## src/rtl/pfx_pkg.sv

```systemverilog
package pfx_pkg;

    localparam logic [2:0] CODE_ADD = 3'd0;
    localparam logic [2:0] CODE_SUB = 3'd1;
    localparam logic [2:0] CODE_MUL = 3'd2;
    localparam logic [2:0] CODE_DIV = 3'd3;
    localparam logic [2:0] CODE_POW = 3'd4;
    localparam logic [2:0] CODE_END = 3'd5;

    typedef enum logic [1:0] {
        STK_HOLD,
        STK_PUSH,
        STK_REPL,
        STK_CLEAR
    } stk_op_t;

    typedef enum logic {
        ST_READY,
        ST_POWER
    } ctl_state_t;

endpackage

```

## src/rtl/pfx_stack.sv

```systemverilog
module pfx_stack
    import pfx_pkg::*;
#(
    parameter int W     = 16,
    parameter int DEPTH = 16,
    localparam int PW   = $clog2(DEPTH + 1),
    localparam int AW   = $clog2(DEPTH)
) (
    input  logic          clk,
    input  logic          rst,
    input  stk_op_t       op,
    input  logic [W-1:0]  wdata,
    output logic [W-1:0]  top,
    output logic [W-1:0]  below,
    output logic [PW-1:0] depth,
    output logic          full,
    output logic          empty
);

    logic [W-1:0]  slots [DEPTH];
    logic [PW-1:0] cnt;
    logic [AW-1:0] i_push;
    logic [AW-1:0] i_top;
    logic [AW-1:0] i_below;

    assign i_push  = AW'(cnt);
    assign i_top   = AW'(cnt - PW'(1));
    assign i_below = AW'(cnt - PW'(2));

    always_ff @(posedge clk) begin
        if (rst) begin
            cnt <= '0;
        end else begin
            unique case (op)
                STK_PUSH:  cnt <= cnt + PW'(1);
                STK_REPL:  cnt <= cnt - PW'(1);
                STK_CLEAR: cnt <= '0;
                default:   cnt <= cnt;
            endcase
        end
    end

    always_ff @(posedge clk) begin
        if (op == STK_PUSH) begin
            slots[i_push] <= wdata;
        end else if (op == STK_REPL) begin
            slots[i_below] <= wdata;
        end
    end

    assign top   = slots[i_top];
    assign below = slots[i_below];
    assign depth = cnt;
    assign full  = (cnt == PW'(DEPTH));
    assign empty = (cnt == '0);


    push_room_chk: assert property (@(posedge clk) disable iff (rst)
        (op == STK_PUSH) |-> (cnt < PW'(DEPTH)));


    repl_room_chk: assert property (@(posedge clk) disable iff (rst)
        (op == STK_REPL) |-> (cnt >= PW'(2)));

endmodule

```

## src/rtl/pfx_alu.sv

```systemverilog
module pfx_alu
    import pfx_pkg::*;
#(
    parameter int W = 16
) (
    input  logic [2:0]   code,
    input  logic [W-1:0] lhs,
    input  logic [W-1:0] rhs,
    output logic [W-1:0] res,
    output logic         div_zero
);

    logic [W-1:0] prod;
    logic [W-1:0] quot;

    assign prod     = lhs * rhs;
    assign div_zero = (code == CODE_DIV) && (rhs == '0);
    assign quot     = (rhs == '0) ? '0 : (lhs / rhs);

    always_comb begin
        unique case (code)
            CODE_ADD: res = lhs + rhs;
            CODE_SUB: res = lhs - rhs;
            CODE_MUL: res = prod;
            CODE_DIV: res = quot;
            default:  res = '0;
        endcase
    end

endmodule

```

## src/rtl/pfx_pow.sv

```systemverilog
module pfx_pow #(
    parameter int W = 16
) (
    input  logic         clk,
    input  logic         rst,
    input  logic         start,
    input  logic [W-1:0] base,
    input  logic [W-1:0] expo,
    output logic         busy,
    output logic         done,
    output logic [W-1:0] result
);

    logic [W-1:0] acc;
    logic [W-1:0] sq;
    logic [W-1:0] ex;
    logic [W-1:0] acc_mul;
    logic [W-1:0] sq_mul;

    assign acc_mul = acc * sq;
    assign sq_mul  = sq * sq;

    always_ff @(posedge clk) begin
        if (rst) begin
            busy <= 1'b0;
            acc  <= '0;
            sq   <= '0;
            ex   <= '0;
        end else if (start) begin
            busy <= 1'b1;
            acc  <= W'(1);
            sq   <= base;
            ex   <= expo;
        end else if (busy) begin
            if (ex == '0) begin
                busy <= 1'b0;
            end else begin
                if (ex[0]) begin
                    acc <= acc_mul;
                end
                sq <= sq_mul;
                ex <= ex >> 1;
            end
        end
    end

    assign done   = busy && (ex == '0);
    assign result = acc;

endmodule

```

## src/rtl/pfx_eval.sv

```systemverilog
module pfx_eval
    import pfx_pkg::*;
#(
    parameter int W     = 16,
    parameter int DEPTH = 16,
    localparam int PW   = $clog2(DEPTH + 1)
) (
    input  logic         clk,
    input  logic         rst,
    input  logic         tok_valid,
    output logic         tok_ready,
    input  logic         tok_is_op,
    input  logic [2:0]   tok_code,
    input  logic [W-1:0] tok_value,
    output logic         res_valid,
    output logic [W-1:0] res_value,
    output logic         err_underflow,
    output logic         err_overflow,
    output logic         err_divzero,
    output logic         err_final
);

    ctl_state_t    state;
    ctl_state_t    state_nx;
    stk_op_t       stk_op;
    logic [W-1:0]  stk_wdata;
    logic [W-1:0]  stk_top;
    logic [W-1:0]  stk_below;
    logic [PW-1:0] stk_depth;
    logic          stk_full;
    logic          stk_empty;
    logic [W-1:0]  alu_res;
    logic          alu_dz;
    logic          pow_start;
    logic          pow_busy;
    logic          pow_done;
    logic [W-1:0]  pow_res;
    logic          fire;
    logic          is_end;
    logic          is_arith;
    logic          short_stk;

    pfx_stack #(.W(W), .DEPTH(DEPTH)) u_stack (
        .clk   (clk),
        .rst   (rst),
        .op    (stk_op),
        .wdata (stk_wdata),
        .top   (stk_top),
        .below (stk_below),
        .depth (stk_depth),
        .full  (stk_full),
        .empty (stk_empty)
    );

    pfx_alu #(.W(W)) u_alu (
        .code     (tok_code),
        .lhs      (stk_below),
        .rhs      (stk_top),
        .res      (alu_res),
        .div_zero (alu_dz)
    );

    pfx_pow #(.W(W)) u_pow (
        .clk    (clk),
        .rst    (rst),
        .start  (pow_start),
        .base   (stk_below),
        .expo   (stk_top),
        .busy   (pow_busy),
        .done   (pow_done),
        .result (pow_res)
    );

    assign tok_ready = (state == ST_READY);
    assign fire      = tok_valid && tok_ready;
    assign is_end    = tok_is_op && (tok_code >= CODE_END);
    assign is_arith  = tok_is_op && !is_end;
    assign short_stk = (stk_depth < PW'(2));

    // state register
    always_ff @(posedge clk) begin
        if (rst) begin
            state <= ST_READY;
        end else begin
            state <= state_nx;
        end
    end

    // next state and stack control
    always_comb begin
        state_nx  = state;
        stk_op    = STK_HOLD;
        stk_wdata = tok_value;
        pow_start = 1'b0;
        unique case (state)
            ST_READY: begin
                if (fire) begin
                    if (!tok_is_op) begin
                        if (!stk_full) begin
                            stk_op = STK_PUSH;
                        end
                    end else if (is_end) begin
                        stk_op = STK_CLEAR;
                    end else if (!short_stk) begin
                        if (tok_code == CODE_POW) begin
                            pow_start = 1'b1;
                            state_nx  = ST_POWER;
                        end else begin
                            stk_op    = STK_REPL;
                            stk_wdata = alu_res;
                        end
                    end
                end
            end
            ST_POWER: begin
                if (pow_done) begin
                    stk_op    = STK_REPL;
                    stk_wdata = pow_res;
                    state_nx  = ST_READY;
                end
            end
            default: state_nx = ST_READY;
        endcase
    end

    // outputs
    always_ff @(posedge clk) begin
        if (rst) begin
            res_valid     <= 1'b0;
            res_value     <= '0;
            err_underflow <= 1'b0;
            err_overflow  <= 1'b0;
            err_divzero   <= 1'b0;
            err_final     <= 1'b0;
        end else begin
            res_valid <= 1'b0;
            if (fire) begin
                if (!tok_is_op && stk_full) begin
                    err_overflow <= 1'b1;
                end
                if (is_arith && short_stk) begin
                    err_underflow <= 1'b1;
                end
                if (is_arith && !short_stk && alu_dz) begin
                    err_divzero <= 1'b1;
                end
                if (is_end) begin
                    res_valid <= 1'b1;
                    res_value <= stk_empty ? '0 : stk_top;
                    if (stk_depth != PW'(1)) begin
                        err_final <= 1'b1;
                    end
                end
            end
        end
    end


    ovf_hold_chk: assert property (@(posedge clk) disable iff (rst)
        (fire && !tok_is_op && stk_full) |=> (err_overflow && $stable(stk_depth)));


    udf_hold_chk: assert property (@(posedge clk) disable iff (rst)
        (fire && is_arith && short_stk) |=> (err_underflow && $stable(stk_depth)));


    end_clear_chk: assert property (@(posedge clk) disable iff (rst)
        res_valid |-> (stk_depth == '0));


    pow_stall_chk: assert property (@(posedge clk) disable iff (rst)
        pow_busy |-> !tok_ready);


    dz_flag_chk: assert property (@(posedge clk) disable iff (rst)
        (fire && tok_is_op && tok_code == CODE_DIV && !short_stk && stk_top == '0)
            |=> err_divzero);

endmodule

```

## config.mk

```make
export PLATFORM = sky130hd
export DESIGN_NAME = pfx_eval
export DESIGN_NICKNAME = d
export VERILOG_FILES = /design/src/rtl/pfx_pkg.sv /design/src/rtl/pfx_stack.sv /design/src/rtl/pfx_alu.sv /design/src/rtl/pfx_pow.sv /design/src/rtl/pfx_eval.sv
export SDC_FILE = /design/constraint.sdc
export NUM_CORES = 2
export LEC_CHECK = 0
export BUFFER_PORTS_ARGS = -buffer_cell sky130_fd_sc_hd__buf_2
export CAP_MARGIN = 20
export CELL_PAD_IN_SITES_DETAIL_PLACEMENT = 1
export CELL_PAD_IN_SITES_GLOBAL_PLACEMENT = 2
export CORE_MARGIN = 3
export CORE_UTILIZATION = 30
export DETAILED_ROUTE_END_ITERATION = 7
export PLACE_DENSITY_LB_ADDON = 0.1
export SYNTH_ARGS = -nofsm -noshare
export SYNTH_HDL_FRONTEND = slang
export SYNTH_SLANG_ARGS = --single-unit
```

## constraint.sdc

```tcl
create_clock -name clk -period 48.7 [get_ports clk]
set_clock_uncertainty 0.1 [all_clocks]
set_input_delay 7.305 -clock clk [delete_from_list [all_inputs] [get_ports clk]]
set_output_delay 7.305 -clock clk [all_outputs]
set_load 0.01 [all_outputs]
```

======== Word-level counts from Yosys, hierarchy flattened ========
Memories as Yosys holds them, arrays and structs flattened.
Cells that the tools add are included.
Widths: inputs -> output; s select.
cells by class
  add/sub/neg operators ................... 5
  $mul .................................... 3
  divide/modulo/power cells ............... 1
  $lt $le $gt $ge ......................... 2
  equality and inequality tests ........... 10
  multiplexer cells ....................... 49
  bitwise operators ....................... 3
  reductions and logical operators ........ 30
operators with widths
  operator             count
  $mux 16              15
  $pmux 16 s4          1
  $mul 16x16->16       3
  $logic_not 16->1     2
  $pmux 16 s2          1
  $mux 1               22
  $add 16x16->16       1
  $div 16x16->16       1
  $reduce_or 16->1     1
  $sub 16x16->16       1
  $pmux 5 s3           1
  $mux 2               6
  $reduce_and 2->1     5
  $logic_and 1x1->1    9
  $reduce_and 3->1     3
  $eq 3x2->1 const B   2
  $add 5x1->5 const B  1
  $eq 5x5->1 const B   1
  $logic_not 5->1      1
  $lt 5x2->1 const B   1
  $ne 5x1->1 const B   1
  $sub 5x1->5 const B  1
  $eq 2x2->1 const B   2
  $mux 4               1
  other kinds (14)     20
word-level totals
  register bits after elaboration ......... 76
  bits in writable memories ............... 256
  output and inout bits ................... 22
  word-level logic and storage cells ...... 117
  memories ................................ 1
memory list
  memory         depth  bits a word  rd ports  clocked after memory_dff  write ports  line             RTL
  u_stack.slots  16     16           2         0                         1            pfx_stack.sv:20  logic [W-1:0] slots [DEPTH];

======== Longest topological paths before layout ========
  word-level depth ........................ 13
  depth in mapped cells ................... 160
  mapped depth without buffers ............ 143

======== Cells and area by module ========
A second synthesis with hierarchy kept.
second synthesis, totals
  cells, all modules ...................... 3542
  area total of the unflattened synthesis .. 34897.2 um2
by module, submodules not included
  module     instances  cells each  area an instance (um2)  seq. area each (um2)
  pfx_stack  1          641         12343.1                 7787.5
  pfx_alu    1          1600        11715.0                 0.0
  pfx_pow    1          1116        9243.9                  980.9
  pfx_eval   1          185         1595.3                  440.4

======== Least setup slack after synthesis ========
OpenSTA, ideal clock, no wires.
  kind .................................... register to register
  start ................................... register u_stack.cnt[0] (netlist: u_stack.depth[0])
  end ..................................... memory u_stack.slots[0][0], data pin
  library setup time ...................... 0.304 ns
  arrival time ............................ 31.442 ns
  data required time ...................... 48.296 ns
  path slack .............................. 16.855 ns
  cell stages (with the launch flop) ...... 150
  path buffers ............................ 20
  cells stage by stage .................... dfxtp_1 buf_4 buf_6 buf_6 buf_4 buf_4 buf_1 inv_1 ha_1 buf_2 buf_2 buf_2 buf_1 mux4_2 mux4_2 clkbuf_1 inv_1 ha_1 (+114 left out) a31o_2 o2111ai_1 nand2_1 clkbuf_1 mux2i_1 ha_1 a21boi_0 o21a_1 o21a_1 o21ai_0 nand2b_1 a21oi_1 o21ai_0 a21oi_1 o21ai_0 a211oi_1 o21ai_0 o311a_1
on the way
  word-level cells in the longest chain between the ends .. 12
RTL lines
  item                                                       line             RTL
  from (decl)                                                pfx_stack.sv:21  logic [PW-1:0] cnt;
  from (signal assigned)                                     pfx_stack.sv:35  STK_PUSH: cnt <= cnt + PW'(1);
  from (signal assigned)                                     pfx_stack.sv:36  STK_REPL: cnt <= cnt - PW'(1);
  from (signal assigned)                                     pfx_stack.sv:38  default: cnt <= cnt;
  $sub 5x1->5 / $sub 4x2->4 (equally long branches)          n/a
  $mem_v2 16x16                                              n/a
  $div 16x16->16 / $logic_not 16->1 (equally long branches)  pfx_alu.sv:18    assign quot = (rhs == '0) ? '0 : (lhs / rhs);
  $mux 16                                                    pfx_alu.sv:18
  $pmux 16 s4                                                pfx_alu.sv:21    unique case (code)
  $mux 16                                                    pfx_eval.sv:105  if (tok_code == CODE_POW) begin
  $mux 16 (*)                                                pfx_eval.sv:104  end else if (!short_stk) begin
  $mux 16 (*)                                                pfx_eval.sv:102  end else if (is_end) begin
  $mux 16 (*)                                                pfx_eval.sv:98   if (!tok_is_op) begin
  $mux 16 (*)                                                pfx_eval.sv:97   if (fire) begin
  $pmux 16 s2 (*)                                            pfx_eval.sv:95   unique case (state)
  via stk_wdata[0]                                           pfx_eval.sv:26   logic [W-1:0] stk_wdata;
  $mux 16 (no source line) (*)                               n/a
  to (decl)                                                  pfx_stack.sv:20
The timed path passes the listed nets; every way through them passes the cells marked *.

======== Worst setup path in the final report ========
  start ................................... register u_stack.cnt[1] (netlist: u_stack.depth[1])
  end ..................................... memory u_stack.slots[2][0], data pin
The elaborated chain is that of the path after synthesis.

==> qor.yml <==
cp_common_cell: "o21a_1"
global_route.usage.total: 0.232
setup_viol: 0
layout_common_cells: "inv_1 (399), nand2_1 (382), ha_1 (309)"
grt_pass1_vias: 29800
drtAntennaViolNets: 0
synthCells: 3440
crit_start: "u_stack.depth[1]$_SDFFE_PP0P_"
insertion_delay_ns: 0.59
path_class: "reg -> reg"
post_cts_buffers: 0
hp-start: "err_overflow$_SDFFE_PP0P_"
post-route-period-util: 0.788
clock_path_buffers: 3
slew_headroom: 0.169
grt_max_degree: 107
cts_resized: 0
viasPerCell: 5.40
fp.dieH_um: 344
place_congestion: 0.852
critPathMaxFanout: 33
num-fill-cells: 12700
worst_setup_path_end_kind: "register"
worst_slew_pin_slew_ns: 1.25
cp.required_ns: 48.91
worst_path_largest_cell_delay_ns: 1.02
synth.distinct_cells: 98
startpoint_type: "register"
maxCapViolations: 0
synth_ff_type: "edfxtp_1"
root_buffer: "clkbuf_16"
grt_pass1_wl_mm: 202
cts_buffers: 42
ys_ff_latch: 332
tritoncts: "done"
period_needed_ns: 38.36
maxSlewViolCount: 0
fin_util: 0.337
drive_above_1_share: 0.132
htree_levels: 2
dr.pass1.iters: 8
syn_area_per_cell_um2: 9.97
io_buffers: 44
wl_mm: 137
fp-row-count: 123
dpl.hpwl_mm: 99.3
cp.arrival_ns: 38.57
antenna_found_initial: 4
nNetsFinal: 4025
layout_commonest_cell: "inv_1"
synth_area_mm2: 0.0343
clock-sinks: 332
status: "complete, no violations"
drc: 0
coreArea_mm2: 0.113
post_drt_wl_per_cell_um: 27.3
die_w_um: 344
async_reset_ff_frac: 0
vias: 27000
rsz0062_at_grt: "no"
gr-total-overflow: 0
fmax_mhz: 26.1
drtIter0Drc: 1867
crit_slowest_cell: "ha_2"
area_growth_pct: 11.1
io-pin-count: 45
r2r-start: "u_stack.depth[1]$_SDFFE_PP0P_"
start_util: 0.304
min_path_type: "reg -> reg"
path_clk_slew_ns: 0.06
dieArea_mm2: 0.118
syn_nets: 4003
whs_ns: 0.389
fin_tns_setup_ns: 0
hold_buffers: 0
ys_warn_count: 0
yosysSeqAreaShare: 0.269
hold_violations: 0
synth-edff-count: 256
-- registers in the layout, summed over array words and instances (netlist names) --
register	flops
u_stack.slots	256
u_stack.depth	5
u_pow.sq	16
res_value	16
res_valid	1
err_underflow	1
state	1
u_pow.ex	16
u_pow.result	16
err_overflow	1
err_final	1
err_divzero	1
u_pow.busy	1
-- cell families (layout without fill, tap and decap cells) --
| logic type | after synthesis | count (layout) | share of synthesized area |
|---|---|---|---|
| xor gates and xnor gates | 186 | 186 | 0.0495 |
| adders and majority gates | 540 | 540 | 0.247 |
| and+or+nand+nor | 988 | 988 | 0.133 |
| buffers and inverters | 560 | 612 | 0.0644 |
| DFF | 332 | 332 | 0.269 |
| AOI/OAI and AO/OA | 584 | 584 | 0.114 |
| muxes | 250 | 250 | 0.123 |
| other | 0 | 3 | 0 |
-- cell usage after synthesis, types with 26 or more instances --
master | count | area, um2
a211oi_1 | 31 | 233
a21o_1 | 46 | 345
a21oi_1 | 143 | 716
a22oi_1 | 28 | 210
and2_1 | 91 | 569
clkbuf_1 | 110 | 413
dfxtp_1 | 76 | 1520
edfxtp_1 | 256 | 7690
fa_1 | 230 | 4600
ha_1 | 310 | 3880
inv_1 | 399 | 1500
mux2_2 | 38 | 428
mux2i_1 | 76 | 761
mux4_2 | 131 | 2950
nand2_1 | 382 | 1430
nand3_1 | 31 | 155
nor2_1 | 263 | 987
nor2b_1 | 26 | 163
nor3_1 | 66 | 330
o21a_1 | 56 | 420
o21ai_0 | 102 | 510
xnor2_1 | 139 | 1220
xor2_1 | 41 | 359
-- through the flow --
| stage | worst slack (ns) | instances | instance area [um2] |
|---|---|---|---|
| after global routing | 7.15 | 4992 | 38100 |
| after CTS | 10.62 | 4988 | 38100 |
| after floorplan | 16.85 | 3440 | 34300 |
| final | 10.34 | 4995 | 38100 |
| after detailed placement | 10.81 | 4914 | 36600 |
| after global placement | 12.17 | 4913 | 36600 |
-- worst max-delay path: cells and delay by family, from the launching register on --
kind / cells / cell delay [ns]
and+or+nand+nor: 24 / 6.86
muxes: 8 / 2.96
AOI/OAI and AO/OA: 82 / 19.58
DFF: 1 / 0.78
adders and majority gates: 16 / 5.75
buffers and inverters: 5 / 1.86
-- per-layer routing --
| layer | GRT usage | wire length [um] | vias up |
|---|---|---|---|
| li1 | - | - | 12100 |
| met1 | 0.311 | 61100 | 14200 |
| met2 | 0.393 | 65500 | 565 |
| met3 | 0.0296 | 5740 | 177 |
| met4 | 0.0680 | 4110 | 0 |
| met5 | 0 | 0 | - |
-- layout make-up --
type	count	area, um2	share of cell area
antenna	3	7.51	0.000197
clock buffer	48	1090	0.0287
clock inverter	26	405	0.0106
inverter	406	1520	0.0400
multi-input combinational	2548	23100	0.606
sequential	332	9220	0.242
tap	1500	1880	0.0493
timing repair buffer	132	901	0.0236
-- path summary, 6_finish.rpt --
| path | endpoint | slack, ns | depth (start not counted) |
|---|---|---|---|
| max | u_stack.slots[2][0]$_DFFE_PP_ | 10.34 | 135 |
| min | err_overflow$_SDFFE_PP0P_ | 0.39 | 2 |
| max reg2reg | u_stack.slots[2][0]$_DFFE_PP_ | 10.34 | 135 |
| min reg2reg | err_overflow$_SDFFE_PP0P_ | 0.39 | 2 |
Power is not shown: default switching activity piles up to over one toggle a cycle in this logic, so the estimate is an artifact.
